$ cat config.mk
export PLATFORM = sky130hd
export DESIGN_NAME = xpt_cfg_latch
export DESIGN_NICKNAME = d
export VERILOG_FILES = /design/src/rtl/xpt_cfg_latch.sv
export SDC_FILE = /design/constraint.sdc
export NUM_CORES = 1
export LEC_CHECK = 0
export BUFFER_PORTS_ARGS = -buffer_cell sky130_fd_sc_hd__buf_2
export CAP_MARGIN = 40
export CORE_MARGIN = 2
export CORE_UTILIZATION = 55
export DETAILED_ROUTE_END_ITERATION = 10
export PLACE_DENSITY_LB_ADDON = 0.08
export SYNTH_ARGS = -nofsm -noshare
export SYNTH_HDL_FRONTEND = slang
export SYNTH_SLANG_ARGS = --single-unit
export TNS_END_PERCENT = 30
$ cat constraint.sdc
create_clock -name clk_i -period 4.05 [get_ports clk_i]
set_input_delay 0.405 -clock clk_i [delete_from_list [all_inputs] [get_ports clk_i]]
set_output_delay 0.405 -clock clk_i [all_outputs]
set_load 0.01 [all_outputs]
$ cat src/rtl/xpt_cfg_latch.sv
module xpt_cfg_latch #(
  parameter int N_OUT = 8,
  parameter int SEL_W = 3
) (
  input  logic                      clk_i,
  input  logic                      rst_n_i,
  input  logic                      prog_clk_i,
  input  logic                      chip_en_n_i,
  input  logic                      commit_n_i,
  input  logic                      par_mode_i,
  input  logic                      ser_in_i,
  input  logic [$clog2(N_OUT)-1:0]  slot_addr_i,
  input  logic [SEL_W:0]            slot_data_i,
  output logic                      ser_out_o,
  output logic [N_OUT-1:0]          route_en_o,
  output logic [N_OUT*SEL_W-1:0]    route_sel_o
);
  localparam int SLOT_W = SEL_W + 2;
  localparam int REG_W  = N_OUT * SLOT_W;
  localparam int ADDR_W = $clog2(N_OUT);
  localparam int PIN_W  = 5 + ADDR_W + SEL_W + 1;
  localparam logic [PIN_W-1:0] PIN_IDLE = {1'b1, 1'b1, 1'b1, {(PIN_W-3){1'b0}}};

  logic [PIN_W-1:0] pin_q1, pin_q2;
  logic             pclk_q3;
  logic [REG_W-1:0] load_q, hold_q;

  always_ff @(posedge clk_i) begin
    if (!rst_n_i) begin
      pin_q1  <= PIN_IDLE;
      pin_q2  <= PIN_IDLE;
      pclk_q3 <= 1'b1;
    end else begin
      pin_q1  <= {prog_clk_i, chip_en_n_i, commit_n_i, par_mode_i, ser_in_i, slot_addr_i, slot_data_i};
      pin_q2  <= pin_q1;
      pclk_q3 <= pin_q2[PIN_W-1];
    end
  end

  logic              pclk_s, cen_n_s, cmt_n_s, par_s, sdi_s;
  logic [ADDR_W-1:0] addr_s;
  logic [SEL_W:0]    data_s;
  assign {pclk_s, cen_n_s, cmt_n_s, par_s, sdi_s, addr_s, data_s} = pin_q2;

  wire fall   = pclk_q3 & ~pclk_s & ~cen_n_s;
  wire sh_ser = fall & ~par_s;
  wire wr_par = fall & par_s & cmt_n_s;
  wire xfer   = ~cen_n_s & ~cmt_n_s;

  always_ff @(posedge clk_i) begin
    if (sh_ser)
      load_q <= {load_q[REG_W-2:0], sdi_s};
    else if (wr_par)
      for (int k = 0; k < N_OUT; k++)
        if (addr_s == ADDR_W'(k))
          load_q[k*SLOT_W +: SLOT_W] <= {data_s[SEL_W], 1'b1, data_s[SEL_W-1:0]};
  end

  always_ff @(posedge clk_i) begin
    if (!rst_n_i) begin
      for (int k = 0; k < N_OUT; k++)
        hold_q[k*SLOT_W + SLOT_W-1] <= 1'b0;
    end else if (xfer) begin
      hold_q <= load_q;
    end
  end

  assign ser_out_o = load_q[REG_W-1];

  for (genvar k = 0; k < N_OUT; k++) begin : g_out
    wire on = hold_q[k*SLOT_W + SLOT_W-1] & hold_q[k*SLOT_W + SLOT_W-2];
    assign route_en_o[k] = on;
    assign route_sel_o[k*SEL_W +: SEL_W] = on ? hold_q[k*SLOT_W +: SEL_W] : '0;
  end

  assert_reset_disables_R8: assert property (@(posedge clk_i) disable iff (!rst_n_i)
    $rose(rst_n_i) |-> route_en_o == '0);

  assert_hold_without_commit_R2: assert property (@(posedge clk_i) disable iff (!rst_n_i)
    cmt_n_s |=> $stable(route_en_o) && $stable(route_sel_o));

  assert_deselect_holds_R10: assert property (@(posedge clk_i) disable iff (!rst_n_i)
    cen_n_s |=> $stable(route_en_o) && $stable(route_sel_o) && $stable(ser_out_o));

  assert_serial_out_advance_R9: assert property (@(posedge clk_i) disable iff (!rst_n_i)
    sh_ser |=> ser_out_o == $past(load_q[REG_W-2]));

  assert_par_ignored_on_commit_R6: assert property (@(posedge clk_i) disable iff (!rst_n_i)
    (par_s && !cmt_n_s) |=> $stable(load_q));

  assert_par_qualifier_set_R4: assert property (@(posedge clk_i) disable iff (!rst_n_i)
    wr_par |=> load_q[int'($past(addr_s))*SLOT_W + SLOT_W-2]);
endmodule

### After elaboration in Yosys (flattened, before gate mapping)

Index checks and enable logic that the tools add are counted.

* flip-flop bits (word level): 105
* output and inout bits: 33
* word-level logic and storage cells: 75

* equality and inequality tests: 7
* muxes and demuxes: 18
* bitwise logic cells: 18
* reduce and logical (&&, ||, !) cells: 19

Operators by type and width (count)
* 2-to-1 mux 40 bit: 2
* 2-to-1 mux 5 bit: 8
* 2-to-1 mux 3 bit: 8
* AND reduction 2 bit: 9
* nonzero test 2 bit: 9
* AND 1 bit: 14
* == test 3 bit, second input constant: 4
* == test 3 x 2 -> 1 bit, second input constant: 2
* NOT 1 bit: 4
* == test 3 x 1 -> 1 bit, second input constant: 1
* zero test 3 bit: 1

### Depth between registers and ports, before layout

Gate-level depths: netlist (run 1).

* depth after elaboration: 7
* depth in mapped cells: 5
* gate-level depth less buffers: 2

### Least setup slack after synthesis (run 1)

Ideal clock, no wire load.

* path type: input-to-reg
* from: input rst_n_i
* to: register hold_q[0] (enable)
* arrival time: 3.050 ns
* path slack: 0.532 ns
* stages on the path: 2
* path buffers: 1
* cell sequence: clkbuf_1 -> nor3b_1

* longest elaborated chain between the ends: 1

Ends and longest elaborated chain
* start: declaration: line 6 `input logic rst_n_i,`
* AND reduction 2 bit (no source line)
* end signal: assignment: line 64 `hold_q <= load_q;`
* end: declaration: line 26 `logic [REG_W-1:0] load_q, hold_q;`

Every way passes these cells.
A chain may end at the register's enable or synchronous reset.

### Worst setup path in the final report (run 1)

* from: register pin_q2[9]
* to: register load_q[31] (enable)

* longest elaborated chain between the ends: 3

Ends and longest elaborated chain
* start: declaration: line 24 `logic [PIN_W-1:0] pin_q1, pin_q2;`
* start signal: assignment: line 35 `pin_q2 <= pin_q1;`
* AND 1 bit: line 47 `wire wr_par = fall & par_s & cmt_n_s;`
* nonzero test 2 bit (no source line)
* AND reduction 2 bit (no source line)
* end signal: assignment: line 52 `load_q <= {load_q[REG_W-2:0], sdi_s};`
* end signal: indexed assignment: line 56 `load_q[k*SLOT_W +: SLOT_W] <= {data_s[SEL_W], 1'b1, data_s[SEL_W-1:0]};`
* end: declaration: line 26

Every way passes these cells.

==> results of run 1 <==
[path summary, 6_finish.rpt]
| path | from | end | slack, ns | depth (start not counted) |
|---|---|---|---|---|
| hold / removal | chip_en_n_i | pin_q1[10]$_SDFF_PN1_ | 0.23 | 2 |
| hold reg to reg | pin_q1[9]$_SDFF_PN1_ | pin_q2[9]$_SDFF_PN1_ | 0.41 | 1 |
| setup / recovery | pin_q2[9]$_SDFF_PN1_ | load_q[31]$_DFFE_PP_ | 1.83 | 3 |
| setup reg to reg | pin_q2[9]$_SDFF_PN1_ | load_q[31]$_DFFE_PP_ | 1.83 | 3 |
[power breakdown]
group	internal, mW	switching [mW]	leakage (nW)
registers	1.15	0.0159	0.931
logic	0.0255	0.0167	0.768
clock network	0.409	0.333	0.112
[sequential cells by signal (all words and copies together) (netlist names)]
name,count
load_q,40
pin_q1,12
hold_q,40
pclk_q3,1
pin_q2,12
[layout make-up]
cell class	count	area [µm²]
fill	545	2620
clock inverter	7	119
timing repair buffer	56	290
tap	99	124
clock buffer	9	124
sequential	105	2820
multi-input combinational	134	1070
inverter	3	11.3
[cells in the final DEF, fill, tap and decap left out, types with 2 or more instances in the layout]
cell,instances
sky130_fd_sc_hd__edfxtp_1,72
sky130_fd_sc_hd__o31ai_1,2
sky130_fd_sc_hd__clkbuf_8,9
sky130_fd_sc_hd__or3b_2,8
sky130_fd_sc_hd__mux2_4,2
sky130_fd_sc_hd__bufinv_16,3
sky130_fd_sc_hd__inv_1,3
sky130_fd_sc_hd__dfxtp_1,33
sky130_fd_sc_hd__o21ai_0,8
sky130_fd_sc_hd__buf_2,52
sky130_fd_sc_hd__a21boi_0,8
sky130_fd_sc_hd__and3_1,24
sky130_fd_sc_hd__buf_4,4
sky130_fd_sc_hd__and2_1,26
sky130_fd_sc_hd__clkinvlp_4,2
sky130_fd_sc_hd__o41ai_1,6
sky130_fd_sc_hd__mux2_2,30
sky130_fd_sc_hd__nand2b_1,15
[per-layer routing]
metal / vias up / global-route usage
met5: - / 0
met4: 0 / 0.102
met3: 13 / 0.0305
met2: 61 / 0.279
met1: 1024 / 0.229
li1: 1051 / -
[critical path, stage by stage, from the launching register on]
cell	delay, ns
sky130_fd_sc_hd__dfxtp_1	0.61
sky130_fd_sc_hd__nand4bb_1	0.45
sky130_fd_sc_hd__o41ai_1	0.65
sky130_fd_sc_hd__buf_2	0.25
[kinds of logic after synthesis]
kind of cell,after synthesis,synth area share
AOI/OAI and AO/OA,24,0.0417
and+or+nand+nor,78,0.130
muxes,32,0.0914
DFF,105,0.701
buffers and inverters,23,0.0361
==> summary.md, run 1 <==
| Metric | Value |
|---|---|
| Sequential-to-total area share from yosys stat | 0.701 |
| Final Setup Violations | 0 |
| Number of nets still failing antenna checks after routing | 0 |
| Number of vias per cell | 5.20 |
| Dominant cell by count in the synthesized netlist | sky130_fd_sc_hd__edfxtp_1 |
| CTS tree | done |
| HPWL reported at the end of detailed placement | 4.39 mm |
| Initial antenna violation count | 0 |
| Fraction of the cycle the final worst path needs | 0.549 |
| Ant diodes | 0 |
| EDFF count, synth | 72 |
| Number of iterations in the first detailed-routing pass | 4 |
| Post-layout minimum cycle time | 2.22 ns |
| Routed wire per std cell | 15.7 µm |
| Post-route setup TNS | 0 ns |
| Initial Util | 0.561 |
| Routed metal-1 wire length | 2.92 mm |
| Static power due to leakage | 1.81 nW |
| Pre-CTS setup slack | 1.82 ns |
| Proportion of layout cells with a drive suffix above 1 | 0.366 |
| Biggest fanout along the worst timing path | 18 |
| Vias in the first global route | 1,961 |
| Yosys top cell by area | sky130_fd_sc_hd__edfxtp_1 |
| Number of placement rows | 31 |
| Met2 Routed Length | 3.09 mm |
| Largest net degree at the start of global routing | 35 |
| Peak VDD IR | 0.000231 V |
| Final WS setup | 1.83 ns |
| Count of mapped cells out of synthesis | 262 |
| Flip-flop and latch count after synthesis | 105 |
| Slew of the pin with the lowest slew margin | 0.741 ns |
| Mapped cell area | 4030 µm² |
| Count of distinct cell types in the synthesized netlist | 23 |
| Data arrival time of the worst path | 2.31 ns |
| Library cell used as clock root buffer | sky130_fd_sc_hd__clkbuf_8 |
| Final instance area | 4560 µm² |
| CTS sink count | 105 |
| Number of levels the H-tree was split into | 3 |
| Synthesized net count | 276 |
| Aggregate global routing overflow | 0 |
| Total Nets Final | 323 |
| Hold Crit Class | input pin to flip-flop |
| Clk_lat worst skew | 0.36 ns |
| Die area | 8020 µm² |
| Most used DFF post-synth | sky130_fd_sc_hd__edfxtp_1 |
| Floorplan die width | 89.5 µm |
| Max frequency | 450 MHz |
| Clock input transition at the sequential cells of the worst setup and hold paths | 0.10 ns |
| DRC errors left | 0 |
| Clock buffer count from CTS | 9 |
| Run status | complete, no violations |
| Global placement routability congestion | 0.799 |
| Placed instance count | 397 |
| Cts-stage hold buffer count | 0 |
| Hold WS | 0.227 ns |
| Die boundary height | 89.5 µm |
| Number of I/O pins | 47 |
| Kind of end point of the critical path | flip-flop |
| Sort of element at the start of the critical path | flip-flop |
| Finished Core Util | 0.635 |
| Leading cell types by count after synthesis | sky130_fd_sc_hd__edfxtp_1 (72), sky130_fd_sc_hd__dfxtp_1 (33), sky130_fd_sc_hd__mux2_2 (30) |
| Clock buffer depth | 2 |
| Highest metal layer with signal wires | met4 |
| Relative area change from synthesis to final layout | 13.3% |
| Critical path class | flip-flop to flip-flop |
| Power per unit of standard cell area | 428 nW/µm² |
| # Max-Cap Violations | 0 |
| Clock tree skew after final layout | 0.00878 ns |
| Fraction of synthesized cell area taken by the top area cell type | 0.537 |
| Overall power after layout | 1.95 mW |
| Number of DRC markers after the initial detailed-route iteration | 110 |
| Post CTS Setup Buffer Count | 0 |
| Fraction of registers with async set or reset after synthesis | 0 |
| Leading cell types by total area after synthesis | sky130_fd_sc_hd__edfxtp_1 (54%), sky130_fd_sc_hd__dfxtp_1 (16%), sky130_fd_sc_hd__mux2_2 (8.4%), sky130_fd_sc_hd__and2_1 (4.0%), sky130_fd_sc_hd__and3_1 (3.7%) |
| Via count | 2,149 |
| Detailed route wirelength on metal3 | 292 µm |
| Post-route insts no fill | 413 |
| Max Slew Vio Count | 0 |
| YS warnings | 0 |
| Unrepaired setup endpoints after global routing | false |
| Data required time at the worst endpoint | 4.14 ns |
| GRT Util Overall | 0.176 |
| Total wirelength of the detailed-routed design | 6.47 mm |
| First-pass GRT wire length | 9.88 mm |
| Number of gates given a new drive strength after cts | 0 |
| Mapped Avg Cell Area | 15.4 µm² |
| Final number of hold-violating endpoints | 0 |
| Relative max-transition margin | 0.502 |
| Core region area | 7180 µm² |
| Number of port buffers | 46 |
| Cell area after placement | 4320 µm² |
(Power assumes the default switching activity.)
==> run 2: changes to the inputs <==
--- a/config.mk
+++ b/config.mk
@@ -8,7 +8,7 @@
 export BUFFER_PORTS_ARGS = -buffer_cell sky130_fd_sc_hd__buf_2
 export CAP_MARGIN = 40
 export CORE_MARGIN = 2
-export CORE_UTILIZATION = 55
+export CORE_UTILIZATION = 52
 export DETAILED_ROUTE_END_ITERATION = 10
 export PLACE_DENSITY_LB_ADDON = 0.08
 export SYNTH_ARGS = -nofsm -noshare
==> constraint.sdc (replaced) <==
create_clock -name clk_i -period 1.9 [get_ports clk_i]
set_input_delay 0.19 -clock clk_i [delete_from_list [all_inputs] [get_ports clk_i]]
set_output_delay 0.19 -clock clk_i [all_outputs]
set_load 0.01 [all_outputs]
==> run 2 against run 1 <==
Net effect:
- sequential share of layout area shrank 0.71 points
- total power grew 110%
- final area grew 1.2%
- worst hold slack lost 0.22 ns
- via count grew 0.47%
- setup slack lost 1.6 ns
- clock power grew 93%
- sequential power grew 110%
- maximum frequency grew 30%
- highest routed layer unchanged
==> summary.md, run 2 (synthesis gave the netlist of run 1 again) <==
| Metric | Value |
|---|---|
| Largest net degree at the start of global routing | 34 (was 35) |
| Clk_lat worst skew | 0.36 ns (about the same) |
| Final Setup Violations | 0 (unchanged) |
| Grt met3 use | 0.0320 (was 0.0305) |
| Fraction of the cycle the final worst path needs | 0.899 (was 0.549) |
| CTS tree | done (unchanged) |
| Switching part of the total | 0.199 (was 0.187) |
| Run status | complete, no violations (unchanged) |
| Ant diodes | 0 (unchanged) |
| GRT Util Overall | 0.169 (was 0.176) |
| Static power due to leakage | 1.85 nW (was 1.81 nW) |
| DRC errors left | 0 (unchanged) |
| Endpoint of the worst register-to-register path | load_q[20]$_DFFE_PP_ (was load_q[31]$_DFFE_PP_) |
| Max frequency | 585 MHz (was 450 MHz) |
| Slew of the pin with the lowest slew margin | 0.436 ns (was 0.741 ns) |
| HPWL reported at the end of detailed placement | 4.28 mm (was 4.39 mm) |
| Clock tree skew after final layout | 0.0128 ns (was 0.00878 ns) |
| Number of nets still failing antenna checks after routing | 0 (unchanged) |
| Met1 global-route usage | 0.232 (was 0.229) |
| Number of levels the H-tree was split into | 3 (unchanged) |
| Number of placement rows | 32 (was 31) |
| Pint | 3.21 mW (was 1.59 mW) |
| Kind of end point of the critical path | flip-flop (unchanged) |
| Sort of element at the start of the critical path | flip-flop (unchanged) |
| Most frequent standard cell in the layout excluding fill and tap cells | sky130_fd_sc_hd__edfxtp_1 (unchanged) |
| Vias in the first global route | 2,065 (was 1,961) |
| Relative max-transition margin | 0.709 (was 0.502) |
| Post-layout minimum cycle time | 1.71 ns (was 2.22 ns) |
| Overall power after layout | 4.02 mW (was 1.95 mW) |
| Final number of hold-violating endpoints | 0 (unchanged) |
| Number of port buffers | 46 (unchanged) |
| Data arrival time of the worst path | 1.79 ns (was 2.31 ns) |
| Commonest cells after routing, fill and taps aside | sky130_fd_sc_hd__edfxtp_1 (72), sky130_fd_sc_hd__buf_2 (46), sky130_fd_sc_hd__dfxtp_1 (33) (was sky130_fd_sc_hd__edfxtp_1 (72), sky130_fd_sc_hd__buf_2 (52), sky130_fd_sc_hd__dfxtp_1 (33)) |
| M2 GR Usage | 0.263 (was 0.279) |
| Peak VDD IR | 0.000577 V (was 0.000231 V) |
| Routed wire per std cell | 15.5 µm (was 15.7 µm) |
| Register-to-register setup slack | 0.19 ns (was 1.83 ns) |
| Sequential power share | 0.619 (was 0.598) |
| Relative contribution of combinational cells to total power | 0.026 (was 0.022) |
| Number of DRC markers after the initial detailed-route iteration | 100 (was 110) |
| Total Nets Final | 329 (was 323) |
| Via count | 2,159 (was 2,149) |
| Clock buffer depth | 2 (unchanged) |
| Number of iterations in the first detailed-routing pass | 4 (unchanged) |
| CTS sink count | 105 (unchanged) |
| Worst setup path endpoint | load_q[20]$_DFFE_PP_ (was load_q[31]$_DFFE_PP_) |
| Registers with the most flip-flops | hold_q (40), load_q (40) (unchanged) |
| Data required time at the worst endpoint | 1.98 ns (was 4.14 ns) |
| Total wirelength of the detailed-routed design | 6.53 mm (was 6.47 mm) |
| Floorplan die width | 92.0 µm (was 89.5 µm) |
| Initial antenna violation count | 0 (unchanged) |
| Global placement routability congestion | 0.720 (was 0.799) |
| Unrepaired setup endpoints after global routing | false (unchanged) |
| Power per unit of standard cell area | 871 nW/µm² (was 428 nW/µm²) |
| First-pass GRT wire length | 10.7 mm (was 9.88 mm) |
| Relative area change from synthesis to final layout | 14.6% (was 13.3%) |
| Die boundary height | 92.0 µm (was 89.5 µm) |
| Aggregate global routing overflow | 0 (unchanged) |
| # Max-Cap Violations | 0 (unchanged) |
| Number of vias per cell | 5.12 (was 5.20) |
| Post-route setup TNS | 0 ns (unchanged) |
| Clock input transition at the sequential cells of the worst setup and hold paths | 0.09 ns (was 0.10 ns) |
| Library cell used as clock root buffer | sky130_fd_sc_hd__clkbuf_8 (unchanged) |
| Die area | 8460 µm² (was 8020 µm²) |
| Hold Crit Class | input pin to flip-flop (unchanged) |
| Beginning of the worst register-to-register path | pin_q2[10]$_SDFF_PN1_ (was pin_q2[9]$_SDFF_PN1_) |
| Max Slew Vio Count | 0 (unchanged) |
| Clock group share of total power | 0.355 (was 0.380) |
| Core region area | 7610 µm² (was 7180 µm²) |
| Initial Util | 0.529 (was 0.561) |
| Net switching power figure | 0.800 mW (was 0.366 mW) |
| FF-to-FF path depth | 3 (unchanged) |
| Post CTS Setup Buffer Count | 0 (unchanged) |
| Biggest fanout along the worst timing path | 18 (unchanged) |
| Clock buffer count from CTS | 9 (unchanged) |
| Busiest layer in global routing | met2 (unchanged) |
| Worst setup path startpoint | pin_q2[10]$_SDFF_PN1_ (was pin_q2[9]$_SDFF_PN1_) |
| Number of I/O pins | 47 (unchanged) |
| Critical path class | flip-flop to flip-flop (unchanged) |
| Proportion of layout cells with a drive suffix above 1 | 0.372 (was 0.366) |
[run 2: cell types whose count changed in the layout (fill, tap and decap cells not counted), sizes merged]
cell,before,now
clkinvlp,3,0
clkinv,1,0
buf,56,61
dlygate4sd3,0,1
clkbuf,9,11
bufinv,3,1
inv,3,7
[run 2: per-stage QoR]
stage	hold slack (ns)	instances	utilization	worst slack, ns	instance area, µm²
floorplan	0.263	262	-	0.00495	4040
global route	0.00983	422	0.606	0.114	4610
global placement	0.377	405	0.577	0.242	4390
CTS	0.000508	422	0.606	0.193	4610
finish	0.00960	422	0.606	0.192	4610
detailed placement	0.376	405	0.577	0.201	4390
[run 2: worst max-delay path: stages (launching register included)]
cell and delay (ns):
sky130_fd_sc_hd__dfxtp_1 0.41, sky130_fd_sc_hd__or4b_4 0.70, sky130_fd_sc_hd__o41ai_1 0.12, sky130_fd_sc_hd__buf_4 0.20
[run 2: worst min path at each step]
stage,startpoint,end,cells after the start
final,commit_n_i,pin_q1[9]$_SDFF_PN1_,2
after global placement,chip_en_n_i,pin_q1[10]$_SDFF_PN1_,2
after CTS,commit_n_i,pin_q1[9]$_SDFF_PN1_,2
after global routing,commit_n_i,pin_q1[9]$_SDFF_PN1_,2
after detailed placement,prog_clk_i,pin_q1[11]$_SDFF_PN1_,2
after floorplan,rst_n_i,pin_q1[11]$_SDFF_PN1_,1
[run 2: power groups by stage]
stage / logic (mW) / registers (mW) / clock network, mW
6_report: 0.106 / 2.48 / 1.43
5_1_grt: 0.118 / 2.49 / 1.56
4_1_cts: 0.108 / 2.48 / 1.46
3_5_place_dp: 0.106 / 2.54 / 0
3_3_place_gp: 0.103 / 2.54 / 0
2_1_floorplan: 0.0741 / 2.52 / 0
[run 2: final cells by class]
class                      instances  area [µm²]
fill                             622        3000
sequential                       105        2820
multi-input combinational        134        1070
timing repair buffer              62         365
clock buffer                      11         153
tap                              102         128
clock inverter                     5        57.6
inverter                           3        11.3
[run 2: layer usage]
layer,up-vias,wire [µm]
met3,11,258
met5,-,0
li1,1068,-
met1,1036,3010
met4,0,118
met2,44,3140
[run 2: what timing repair did]
| item | CTS | global route |
|---|---|---|
| hold endpoints to repair | 1 | 0 |
| hold buffers | 1 | 0 |
| resized for setup | 0 | 0 |
